`config.mk`:
```
export PLATFORM = sky130hd
export DESIGN_NAME = bcd_calendar_core
export DESIGN_NICKNAME = d
export VERILOG_FILES = /design/src/rtl/bcd_cal_pkg.sv /design/src/rtl/bcd_wrap_cnt.sv /design/src/rtl/hour_step.sv /design/src/rtl/month_limit.sv /design/src/rtl/bcd_calendar_core.sv
export SDC_FILE = /design/constraint.sdc
export NUM_CORES = 1
export LEC_CHECK = 0
export ABC_AREA = 1
export CAP_MARGIN = 0
export CORE_MARGIN = 4
export CORE_UTILIZATION = 35
export DETAILED_ROUTE_END_ITERATION = 7
export SYNTH_ARGS = -nofsm -noshare
export SYNTH_HDL_FRONTEND = slang
export SYNTH_SLANG_ARGS = --single-unit
```
`constraint.sdc`:
```
create_clock -name clk_i -period 2.3 [get_ports clk_i]
set_input_delay 0.345 -clock clk_i [delete_from_list [all_inputs] [get_ports clk_i]]
set_output_delay 0.345 -clock clk_i [all_outputs]
set_load 0.005 [all_outputs]
```
`src/rtl/bcd_cal_pkg.sv`:
```
package bcd_cal_pkg;
  localparam int REG_W    = 8;
  localparam int NUM_REGS = 8;
  localparam int IDX_W    = $clog2(NUM_REGS);

  typedef logic [REG_W-1:0] reg_t;
  typedef logic [IDX_W-1:0] idx_t;

  localparam idx_t IDX_HUND  = 3'd0;
  localparam idx_t IDX_SEC   = 3'd1;
  localparam idx_t IDX_MIN   = 3'd2;
  localparam idx_t IDX_HOUR  = 3'd3;
  localparam idx_t IDX_DAY   = 3'd4;
  localparam idx_t IDX_DATE  = 3'd5;
  localparam idx_t IDX_MONTH = 3'd6;
  localparam idx_t IDX_YEAR  = 3'd7;

  localparam int DAY_STOP_BIT = 5;
  localparam int DAY_RIGN_BIT = 4;
  localparam int HOUR_12H_BIT = 7;
  localparam int HOUR_PM_BIT  = 5;

  // bits that may hold a 1
  function automatic reg_t keep_mask(input idx_t idx);
    case (idx)
      IDX_SEC, IDX_MIN: keep_mask = 8'h7F;
      IDX_HOUR:         keep_mask = 8'hBF;
      IDX_DAY:          keep_mask = 8'h37;
      IDX_DATE:         keep_mask = 8'h3F;
      IDX_MONTH:        keep_mask = 8'h1F;
      default:          keep_mask = 8'hFF;
    endcase
  endfunction

  function automatic reg_t reset_val(input idx_t idx);
    case (idx)
      IDX_DAY:              reset_val = 8'h31;
      IDX_DATE, IDX_MONTH:  reset_val = 8'h01;
      default:              reset_val = 8'h00;
    endcase
  endfunction

  function automatic reg_t step_lo(input idx_t idx);
    case (idx)
      IDX_DAY, IDX_DATE, IDX_MONTH: step_lo = 8'h01;
      default:                      step_lo = 8'h00;
    endcase
  endfunction

  function automatic reg_t step_hi(input idx_t idx);
    case (idx)
      IDX_SEC, IDX_MIN: step_hi = 8'h59;
      IDX_HOUR:         step_hi = 8'h23;
      IDX_DAY:          step_hi = 8'h07;
      IDX_DATE:         step_hi = 8'h31;
      IDX_MONTH:        step_hi = 8'h12;
      default:          step_hi = 8'h99;
    endcase
  endfunction

  function automatic reg_t bcd_inc(input reg_t v);
    if (v[3:0] >= 4'd9) bcd_inc = {v[7:4] + 4'd1, 4'h0};
    else                bcd_inc = v + 8'd1;
  endfunction
endpackage

```
`src/rtl/bcd_wrap_cnt.sv`:
```
module bcd_wrap_cnt
  import bcd_cal_pkg::*;
(
  input  reg_t val_i,
  input  reg_t lo_i,
  input  reg_t hi_i,
  input  logic en_i,
  output reg_t nxt_o,
  output logic carry_o
);
  always_comb begin
    carry_o = 1'b0;
    nxt_o   = val_i;
    if (en_i) begin
      if (val_i >= hi_i) begin
        nxt_o   = lo_i;
        carry_o = 1'b1;
      end else begin
        nxt_o = bcd_inc(val_i);
      end
    end
  end
endmodule

```
`src/rtl/hour_step.sv`:
```
module hour_step
  import bcd_cal_pkg::*;
(
  input  reg_t hour_i,
  input  logic en_i,
  output reg_t nxt_o,
  output logic carry_o
);
  logic mode12, pm;
  reg_t v12, v24, inc12, inc24;

  assign mode12 = hour_i[HOUR_12H_BIT];
  assign pm     = hour_i[HOUR_PM_BIT];
  assign v12    = {3'b000, hour_i[4:0]};
  assign v24    = {1'b0, hour_i[6:0]};
  assign inc12  = bcd_inc(v12);
  assign inc24  = bcd_inc(v24);

  always_comb begin
    nxt_o   = hour_i;
    carry_o = 1'b0;
    if (en_i) begin
      if (mode12) begin
        if (v12 >= 8'h12) begin
          nxt_o = {1'b1, 1'b0, pm, 5'h01};
        end else if (v12 == 8'h11) begin
          nxt_o   = {1'b1, 1'b0, ~pm, 5'h12};
          carry_o = pm;  // 11 PM -> 12 AM
        end else begin
          nxt_o = {1'b1, 1'b0, pm, inc12[4:0]};
        end
      end else begin
        if (v24 >= 8'h23) begin
          nxt_o   = 8'h00;
          carry_o = 1'b1;
        end else begin
          nxt_o = {2'b00, inc24[5:0]};
        end
      end
    end
  end
endmodule

```
`src/rtl/month_limit.sv`:
```
module month_limit
  import bcd_cal_pkg::*;
(
  input  reg_t month_i,
  input  reg_t year_i,
  output reg_t last_o
);
  logic [6:0] yr_bin;
  logic       leap;

  assign yr_bin = 7'(year_i[7:4]) * 7'd10 + 7'(year_i[3:0]);
  assign leap   = (yr_bin[1:0] == 2'b00);

  always_comb begin
    case (month_i)
      8'h02:                      last_o = leap ? 8'h29 : 8'h28;
      8'h04, 8'h06, 8'h09, 8'h11: last_o = 8'h30;
      default:                    last_o = 8'h31;
    endcase
  end
endmodule

```
`src/rtl/bcd_calendar_core.sv`:
```
module bcd_calendar_core
  import bcd_cal_pkg::*;
(
  input  logic             clk_i,
  input  logic             rst_ni,
  input  logic             tick_i,
  input  logic             ext_rst_ni,
  input  logic             wr_en_i,
  input  logic [IDX_W-1:0] wr_idx_i,
  input  logic [REG_W-1:0] wr_data_i,
  input  logic [IDX_W-1:0] rd_idx_i,
  output logic [REG_W-1:0] rd_data_o,
  output logic             abort_o
);
  localparam int FLAT_W = NUM_REGS * REG_W;

  reg_t q          [NUM_REGS];
  reg_t q_nxt      [NUM_REGS];
  reg_t step_val   [NUM_REGS];
  reg_t step_nxt   [NUM_REGS];
  logic step_en    [NUM_REGS];
  logic step_carry [NUM_REGS];
  reg_t last_date;
  logic run;
  logic [FLAT_W-1:0] time_q;

  assign run = tick_i & ~q[IDX_DAY][DAY_STOP_BIT];

  month_limit u_month_limit (
    .month_i (q[IDX_MONTH]),
    .year_i  (q[IDX_YEAR]),
    .last_o  (last_date)
  );

  // carry chain: day of week and date both step on hours carry
  always_comb begin
    step_en[IDX_HUND]  = run;
    step_en[IDX_SEC]   = step_carry[IDX_HUND];
    step_en[IDX_MIN]   = step_carry[IDX_SEC];
    step_en[IDX_HOUR]  = step_carry[IDX_MIN];
    step_en[IDX_DAY]   = step_carry[IDX_HOUR];
    step_en[IDX_DATE]  = step_carry[IDX_HOUR];
    step_en[IDX_MONTH] = step_carry[IDX_DATE];
    step_en[IDX_YEAR]  = step_carry[IDX_MONTH];
  end

  always_comb begin
    for (int i = 0; i < NUM_REGS; i++) step_val[i] = q[i];
    step_val[IDX_DAY] = q[IDX_DAY] & 8'h07;
  end

  for (genvar i = 0; i < NUM_REGS; i++) begin : g_stage
    if (i == int'(IDX_HOUR)) begin : g_hour
      hour_step u_hour (
        .hour_i  (step_val[i]),
        .en_i    (step_en[i]),
        .nxt_o   (step_nxt[i]),
        .carry_o (step_carry[i])
      );
    end else begin : g_wrap
      bcd_wrap_cnt u_cnt (
        .val_i   (step_val[i]),
        .lo_i    (step_lo(IDX_W'(i))),
        .hi_i    ((i == int'(IDX_DATE)) ? last_date : step_hi(IDX_W'(i))),
        .en_i    (step_en[i]),
        .nxt_o   (step_nxt[i]),
        .carry_o (step_carry[i])
      );
    end
    assign time_q[i*REG_W +: REG_W] = q[i];
  end

  always_comb begin
    for (int i = 0; i < NUM_REGS; i++) q_nxt[i] = step_nxt[i];
    q_nxt[IDX_DAY] = (q[IDX_DAY] & 8'hF8) | (step_nxt[IDX_DAY] & 8'h07);
  end

  always_ff @(posedge clk_i or negedge rst_ni) begin
    if (!rst_ni) begin
      for (int i = 0; i < NUM_REGS; i++) q[i] <= reset_val(IDX_W'(i));
    end else if (wr_en_i) begin
      q[wr_idx_i] <= wr_data_i & keep_mask(wr_idx_i);
    end else if (run) begin
      for (int i = 0; i < NUM_REGS; i++) q[i] <= q_nxt[i];
    end
  end

  assign rd_data_o = q[rd_idx_i];
  assign abort_o   = ~ext_rst_ni & ~q[IDX_DAY][DAY_RIGN_BIT];
endmodule

```
======== Word level (Yosys, flattened, before mapping) ========
Cells that the tools add are included.
storage, ports and cells
  output and inout port bits .............. 9
  input port bits ......................... 19
  register bits ........................... 64
cells by class
  multiplexer cells ....................... 54
  multiply operators ...................... 1
  reductions and logical operators ........ 18
  equal/unequal tests ..................... 14
  $add $sub $neg .......................... 18
  bitwise logic cells ..................... 10
  magnitude comparators ................... 20
operator list
  cell                   number
  $mux W8                24
  $mux W64               2
  $bwmux W64             1
  $add A8 B1 Y8 const B  6
  $pmux W8 S5            1
  $ge A4 B4 Y1 const B   9
  $add A4 B1 Y4 const B  6
  $bmux W8 S3            1
  $demux W8 S3           1
  $mux W6                3
  $eq A8 B3 Y1 const B   2
  $ge A8 B7 Y1 const B   2
  $ge A8 B8 Y1 const B   2
  $mux W1                16
  $pmux W8 S2            1
  $reduce_bool A2 Y1     7
  $reduce_and A2 Y1      6
  $eq A3 B3 Y1 const B   3
  $mux W3                3
  $and A8 B8 Y8          1
  $eq A8 B2 Y1 const B   1
  $eq A8 B4 Y1 const B   1
  $eq A8 B5 Y1 const B   1
  $ge A8 B5 Y1 const B   1
  28 further kinds       34

======== Longest topological paths before layout ========
Gate-level depths: netlist of the first run.
  depth after elaboration ................. 12
  gate-level depth with buffers ........... 18
  gate-level depth less buffers ........... 18

======== Modules after synthesis ========
A second synthesis of the first run with hierarchy kept.
second synthesis, totals
  cell total of the unflattened synthesis .. 1551
  area total of the unflattened synthesis .. 9116.2 µm²
modules (own cells, without submodules)
  module             cells an instance  times used  seq. area each (µm²)  area an instance (µm²)
  bcd_wrap_cnt       129                7           0.0                   683.2
  bcd_calendar_core  527                1           1607.8                3703.6
  hour_step          81                 1           0.0                   442.9
  month_limit        40                 1           0.0                   187.7

======== Worst setup path before layout of the first run ========
No wires, ideal clock.
  kind .................................... flip-flop to flip-flop
  from .................................... register q[8] (netlist name)
  to ...................................... register q[4] (netlist name)
  cell stages (with the launch flop) ...... 18
  setup time .............................. 117 ps
  path buffers ............................ 0
  path slack .............................. -156 ps
  arrival ................................. 2339 ps
  path through ............................ dfstp_2 inv_1 ha_1 o21ai_0 o21ai_0 a21boi_0 nand4_1 inv_1 ha_1 nand2_1 nor3_1 nand2_1 nand4_1 nand3_1 inv_2 nand2_4 nand2_1 nand2_1
between the ends
  word-level cells in the longest chain between the ends .. 9
  elaborated cells between the ends (all ways) .. 15
  classes of those cells .................. order compare: 2; eq/ne: 5; mux: 5; reduce/logical: 3
RTL lines
  what                                     line                     source
  start, declared                          bcd_calendar_core.sv:17  reg_t q [NUM_REGS];
  start signal, assigned by index          bcd_calendar_core.sv:82  q[wr_idx_i] <= wr_data_i & keep_mask(wr_idx_i);
  $eq A8 B3 Y1 (tied with other cells)     month_limit.sv:15        case (month_i)
  $reduce_or A4 Y1                         month_limit.sv:15
  $pmux W8 S2                              month_limit.sv:15
  $ge A8 B8 Y1                             bcd_wrap_cnt.sv:15       if (val_i >= hi_i) begin
  $mux W1                                  bcd_wrap_cnt.sv:15
  $mux W1                                  bcd_wrap_cnt.sv:14       if (en_i) begin
  $mux W1 (*)                              bcd_wrap_cnt.sv:14
  $reduce_bool A2 Y1 (no source line) (*)  -
  $reduce_and A2 Y1 (no source line) (*)   -
Mark *: on every way between the ends. The rest lies on a longest branch, timed or not.
A chain may end at the register's enable or synchronous reset.

======== Final worst setup path of the first run ========
  from .................................... register q[8] (netlist name)
  to ...................................... register q[1] (netlist name)
Same word-level chain as after synthesis.

==> results of run 1 <==
==> power by group through the flow <==
stage | logic, mW | registers, mW | clock network (mW)
2_1_floorplan | 1.68 | 1.80 | 0
3_3_place_gp | 2.65 | 1.87 | 0
3_5_place_dp | 2.67 | 1.88 | 0
4_1_cts | 2.69 | 1.86 | 1.52
5_1_grt | 3.18 | 1.92 | 1.57
6_report | 2.81 | 1.87 | 1.49
==> through the flow <==
step	setup WS [ns]	setup TNS, ns	std cells
2_1_floorplan	0.0151	0	820
3_3_place_gp	-0.219	-4.73	1100
3_5_place_dp	-0.245	-5.74	1100
4_1_cts	-0.245	-4.03	1119
5_1_grt	-0.468	-7.80	1121
6_report	-0.273	-3.82	1121
==> worst max-delay path by stage <==
stage                       endpoint
floorplan           q[4]$_DFFE_PN0P_
global placement        rd_data_o[2]
detailed placement  q[1]$_DFFE_PN0P_
CTS                 q[1]$_DFFE_PN0P_
global route        q[5]$_DFFE_PN0P_
finish              q[1]$_DFFE_PN0P_
==> layout by cell type (no fill, tap or decap), types with 11 or more instances in the layout <==
cell type / synthesis / routed
ha_1: 42 / 39
nand4_1: 17 / 17
o21ai_0: 65 / 54
inv_2: 10 / 11
inv_1: 103 / 100
nand3_2: 1 / 14
nor2_1: 57 / 56
nand2_1: 219 / 213
clkdlybuf4s50_1: 0 / 16
buf_4: 1 / 64
dfrtp_1: 59 / 59
xor2_1: 16 / 16
o21ai_1: 6 / 15
nand3_1: 88 / 73
a21oi_1: 38 / 36
nand2_2: 7 / 12
==> what timing repair did <==
action                                 CTS  global route
pin swaps                                8             8
endpoints found under the hold margin   16             0
setup endpoints to repair               31            24
setup buffers                            1             2
hold buffers                             1             0
cloned                                   1             0
resized for setup                       23            45
==> layer usage <==
metal	vias up	part of all wire [%]	routed length (µm)	track usage, %
li1	2892	-	-	-
met1	2660	44	7980	28.3
met2	209	46	8220	31.0
met3	35	7.2	1300	3.74
met4	0	2.9	520	7.94
met5	-	0	0	0
==> synthesized netlist by cell type, types with 7 or more instances <==
library cell / number
nand2_1: 219
inv_1: 103
nand3_1: 88
o21ai_0: 65
dfrtp_1: 59
nor2_1: 57
ha_1: 42
a21oi_1: 38
nand4_1: 17
xor2_1: 16
a31oi_1: 10
clkbuf_1: 10
inv_2: 10
buf_2: 9
o22ai_1: 8
nand2_2: 7
o211ai_1: 7
==> tightest hold or removal path: cells and delay by family, from the launching register on <==
kind	cells	cell delay, ns
flops	1	0.32
buf+inv	1	0.04
simple gates	1	0.09
==> kinds of logic (layout without fill, tap and decap cells) <==
kind of cell	after synthesis	after routing	share of synthesized area (%)
AO/OA/AOI/OAI	151	151	15.6
flip-flops	64	64	29.3
buffers and inverters	136	226	9.76
XOR/XNOR	16	16	2.55
AND/OR/NAND/NOR	411	411	33.2
adder cells (fa/ha/maj)	42	42	9.57
==> layout make-up <==
cell class | instances | area (µm²) | share of cell area (%)
Clock buffer | 13 | 250 | 3.59
Clock inverter | 3 | 65.1 | 0.933
Inverter | 114 | 434 | 6.22
Multi-Input combinational cell | 620 | 3550 | 50.9
Sequential cell | 64 | 1610 | 23.0
Tap cell | 211 | 264 | 3.78
Timing Repair Buffer | 95 | 796 | 11.4
Timing Repair inverter | 1 | 7.51 | 0.108
==> reports/qor.txt, run 1 <==
Status = finished, violations left
Failing checks = negative setup slack
Number of port buffers = 27
Worst setup path class = reg -> reg
DPL Wire Length = 14100 µm
Remaining DRCs = 0
Crit-path cells = inv_2 > ha_2 > o21ai_1 > o21ai_1 > a21boi_1 > nand2_1 > o21ai_1 > ha_2 > nand2_2 > nor2_2 > nand2_2 > nand4_1 > nand3_2 > clkinvlp_4 > nand3_1 > nand2_1
RSZ-0062 raised after global routing = yes
Critical path's largest stage delay = 0.55 ns
Initial Utilization = 36.0%
Post-synth top area share = 26.9%
Bufs on Longest Clock Path = 2
Horiz. Die Dim = 133 µm
FMAX = 389 MHz
Worst VDD drop = 0.603 mV
R2R Path End = q[1]$_DFFE_PN0P_
Final Hold Viols = 0
Syn. warnings = 0
Total CTS buffers = 9
Vias in the first global route = 5292
Pint = 3.58 mW
Top Ports = 28
Net count, final = 966
Critical Path Start = q[8]$_DFFE_PN1P_
Largest register by flop count = q
Max cap viols = 0
Worst Max-Slew Pin Slew = 0.507 ns
Final core occ = 45.7%
Sequential power share = 30.3%
Crit end category = flop
Cell area after layout = 0.00698 mm²
Critical Path RT = 2.53 ns
Tot GR Track Use = 20.2%
Biggest regs = q x64
Initial drt markers = 521
Final WL = 18000 µm
PnR worst setup slack = -0.273 ns
EDFF count, synth = 0
Tot Pwr = 6.16 mW
Mean Syn Cell Area = 6.69 µm²
Clk pwr share = 24.1%
Max transition margin = 66.2%
Die Y = 133 µm
Average wire per standard cell = 16.1 µm
Worst clock skew = 0.00594 ns
Top cell family by delay on the critical path = simple AND/OR/NAND/NOR gates
Core ar. = 0.0153 mm²
Final period util = 112%
Top_reg_cell synth = dfrtp_1
Min-Delay Endpoint = q[30]$_DFFE_PN0P_
Total power divided by cell area = 884 mW/mm²
Switching power = 2.59 mW
Share of layout cells above drive strength 1 = 17.6%
Vias = 5796
Synth area leader = dfrtp_1
Synth Register Bits = 64
Min cycle time layout = 2.57 ns
Hold path start = q[30]$_DFFE_PN0P_
Slowest CP cell = dfstp_2
First-pass iteration count of the detailed router = 5
FP Rows = 45
Cell Area, Placed = 0.00643 mm²
Setup slack, reg-to-reg = -0.27 ns
CTS tree = yes
Vias per inst = 5.17
Hold_ws = 0.490 ns
CP dominant cell by count = o21ai_1
Largest net degree at the start of global routing = 47
Hold depth = 2
First-pass GRT wire length = 28300 µm
Mapped Area = 0.00549 mm²
CTS sink cnt = 64
Critical Path Fanout Max = 4
Asr flop ratio synth = 100%
Number of flip-flops in the largest register = 64
Global-route congestion overflow total = 0
CTS clk-pin slew, worst paths = 0.06 ns
Root buffer cell = clkbuf_16
Diodes inserted = 0
HP Class = reg -> reg
Syn nets = 881
Post-synthesis cell count = 820
Die ar. = 0.0178 mm²
Final ANT Viol Nets = 0
Fraction of the yosys area taken by sequential cells = 29.3%
Later-pin clock latency in the skew report = 0.34 ns
Worst R2R Start = q[8]$_DFFE_PN1P_
Comb pwr share = 45.6%
Worst path bufs/invs = 2
Antenna violations before repair = 0
Area Growth Syn to Fin = 27.1%
Pins over their slew limit = 0
Htree depth = 3
GPL Wtd Cong = 0.923
CP Depth = 16
Worst path arrival time = 2.80 ns
CP startpoint kind = flop
Fillers = 1589
Reg2Reg Depth = 16
Unique cell type count in the Yosys netlist = 42
Switching part of the total = 42.0%
Area contributors post-synth = dfrtp_1 (27%), nand2_1 (15%), ha_1 (9.6%), nand3_1 (8.0%), inv_1 (7.0%)
Pleak = 3.55 nW
Final setup viols = 22
Note: power is estimated with default switching activity, not from simulation.
==> run 2: changes to the inputs <==
--- a/config.mk
+++ b/config.mk
@@ -11,2 +11,3 @@
 export CORE_UTILIZATION = 35
+export CTS_CLUSTER_SIZE = 40
 export DETAILED_ROUTE_END_ITERATION = 7
==> constraint.sdc (replaced) <==
create_clock -name clk_i -period 2.3 [get_ports clk_i]
set_input_delay 0.23 -clock clk_i [delete_from_list [all_inputs] [get_ports clk_i]]
set_output_delay 0.23 -clock clk_i [all_outputs]
set_load 0.005 [all_outputs]
==> reports/qor.txt, run 2 (same netlist as run 1, synthesis figures left out) <==
CP startpoint kind = flop
Max transition margin = 59.0% (-7.2 points)
Tot GR Track Use = 20.1% (-0.11 points)
Final period util = 107% (-4.6 points)
Antenna violations before repair = 0 (unchanged)
Worst clock skew = 0.00655 ns (+0.000607 ns)
Final setup viols = 19 (-14%)
Horiz. Die Dim = 133 µm (unchanged)
Worst path bufs/invs = 3 (+1)
Hold_ws = 0.436 ns (-0.0535 ns)
Fillers = 1593 (+0.25%)
Pleak = 3.50 nW (-1.5%)
Htree depth = 3 (unchanged)
Average wire per standard cell = 15.8 µm (-1.4%)
Later-pin clock latency in the skew report = 0.34 ns (about the same)
Max cap viols = 0 (unchanged)
Cell area after layout = 0.00679 mm² (-2.6%)
Top cell family by delay on the critical path = simple AND/OR/NAND/NOR gates
Total CTS buffers = 9 (unchanged)
Top Ports = 28 (unchanged)
Pre-CTS WS = -0.225 ns (+0.0202 ns)
Vias per inst = 5.15 (-0.37%)
Diodes inserted = 0 (unchanged)
Min cycle time layout = 2.47 ns (-0.105 ns)
Core ar. = 0.0153 mm² (unchanged)
Net count, final = 954 (-1.2%)
Switching part of the total = 42.3% (+0.30 points)
Initial drt markers = 360 (-31%)
Die ar. = 0.0178 mm² (unchanged)
Remaining DRCs = 0 (unchanged)
RSZ-0062 raised after global routing = yes
Worst Max-Slew Pin Slew = 0.615 ns (+0.108 ns)
Largest register by flop count = q
CTS clk-pin slew, worst paths = 0.05 ns (about the same)
CTS tree = yes
Biggest regs = q x64
Final core occ = 44.5% (-1.2 points)
Worst path arrival time = 2.70 ns (-0.10 ns)
Status = finished, violations left
FMAX = 405 MHz (+4.3%)
Cell Area, Placed = 0.00633 mm² (-1.5%)
Final Hold Viols = 0 (unchanged)
Vias in the first global route = 5442 (+2.8%)
Setup_tns = -2.70 ns (+1.12 ns)
Placed Cells = 1087 (-1.2%)
PnR worst setup slack = -0.168 ns (+0.105 ns)
Crit end category = flop
DPL Wire Length = 13500 µm (-3.8%)
Filler-free cell count of the finished design = 1109 (-1.1%)
Commonest non-fill, non-tap cells in the layout = nand2_1 (218), inv_1 (100), nand3_1 (86)
First-pass GRT wire length = 28500 µm (+0.83%)
Worst setup path class = reg -> reg
Pint = 3.45 mW (-3.4%)
Root buffer cell = clkbuf_16
Vias = 5713 (-1.4%)
Final ANT Viol Nets = 0 (unchanged)
Pins over their slew limit = 0 (unchanged)
Sequential power share = 31.2% (+0.9 points)
FP Rows = 45 (unchanged)
Comb pwr share = 45.3% (-0.3 points)
GPL Wtd Cong = 0.915 (-0.88%)
Crit-path cells = ha_1 > inv_1 > o21ai_1 > a21boi_2 > nand4_1 > inv_1 > ha_1 > nand2_1 > nor3_2 > nand2_1 > nand4_1 > nand3_2 > clkinv_4 > nand2_8 > nand2_1 > nand2_1
Die Y = 133 µm (unchanged)
Final WL = 17600 µm (-2.5%)
Commonest non-fill, non-tap cell in the layout = nand2_1
Worst VDD drop = 0.514 mV (-15%)
Number of flip-flops in the largest register = 64 (unchanged)
HP Class = in -> async
Bufs on Longest Clock Path = 2 (unchanged)
First-pass iteration count of the detailed router = 7 (+2)
Share of layout cells above drive strength 1 = 14.0% (-3.6 points)
Critical Path Fanout Max = 8 (+4)
CTS sink cnt = 64 (unchanged)
Global-route congestion overflow total = 0 (unchanged)
Failing checks = negative setup slack
Total power divided by cell area = 881 mW/mm² (-0.30%)
Number of port buffers = 27 (unchanged)
Clk pwr share = 23.5% (-0.6 points)
Largest net degree at the start of global routing = 43 (-8.5%)
Area Growth Syn to Fin = 23.8%
Initial Utilization = 36.0% (unchanged)
Switching power = 2.53 mW (-2.2%)
Critical Path RT = 2.54 ns (about the same)
Slowest CP cell = dfstp_2
Critical path's largest stage delay = 0.56 ns (about the same)
Tot Pwr = 5.98 mW (-2.9%)
CP dominant cell by count = nand2_1
==> run 2: cell count changes in the layout (fill, tap and decap cells not counted), moves of 3 or more <==
cell | previous run | this run
o21ai_1 | 15 | 7
o21ai_0 | 54 | 62
ha_2 | 3 | 0
nand2_1 | 213 | 218
nand3_1 | 73 | 86
buf_4 | 64 | 51
nand3_2 | 14 | 3
nand2_2 | 12 | 8
==> run 2: cell type report <==
cell class                      count  area, µm²  share of cell area [%]
Sequential cell                    64       1610                    23.7
Timing Repair inverter              1       5.00                  0.0737
Tap cell                          211        264                    3.89
Timing Repair Buffer               83        736                    10.8
Inverter                          114        437                    6.43
Clock inverter                      3       40.0                   0.589
Multi-Input combinational cell    620       3440                    50.7
Clock buffer                       13        260                    3.83
==> run 2: power by group through the flow <==
stage | clock network, mW | registers (mW) | logic [mW]
2_1_floorplan | 0 | 1.80 | 1.68
3_3_place_gp | 0 | 1.87 | 2.57
3_5_place_dp | 0 | 1.87 | 2.58
4_1_cts | 1.44 | 1.86 | 2.62
5_1_grt | 1.49 | 1.93 | 3.08
6_report | 1.41 | 1.87 | 2.71
==> run 2: path summary, 6_finish.rpt <==
check	startpoint	slack [ns]	end	cells after the start
max in group asynchronous	rst_ni	1.16	q[28]$_DFFE_PN1P_	3
min reg2reg	q[31]$_DFFE_PN0P_	0.49	q[31]$_DFFE_PN0P_	2
min in group clk_i	q[31]$_DFFE_PN0P_	0.49	q[31]$_DFFE_PN0P_	2
max reg2reg	q[8]$_DFFE_PN1P_	-0.17	q[6]$_DFFE_PN0P_	16
max	q[8]$_DFFE_PN1P_	-0.17	q[6]$_DFFE_PN0P_	16
min	rst_ni	0.44	q[20]$_DFFE_PN0P_	2
==> run 2: timing repair <==
action	CTS	global route
setup endpoints to repair	31	25
cloned	0	2
pin swaps	3	8
endpoints found under the hold margin	20	0
hold buffers	1	0
buffers inserted	2	1
resized for setup	16	19
==> run 2: layer usage <==
layer  track usage (%)  part of all wire [%]  vias to the layer above
li1                  -                     -                     2849
met4              5.14                   1.7                        0
met3              4.95                   5.7                       27
met5                 0                     0                        -
met2              31.3                    45                      154
met1              28.2                    48                     2683
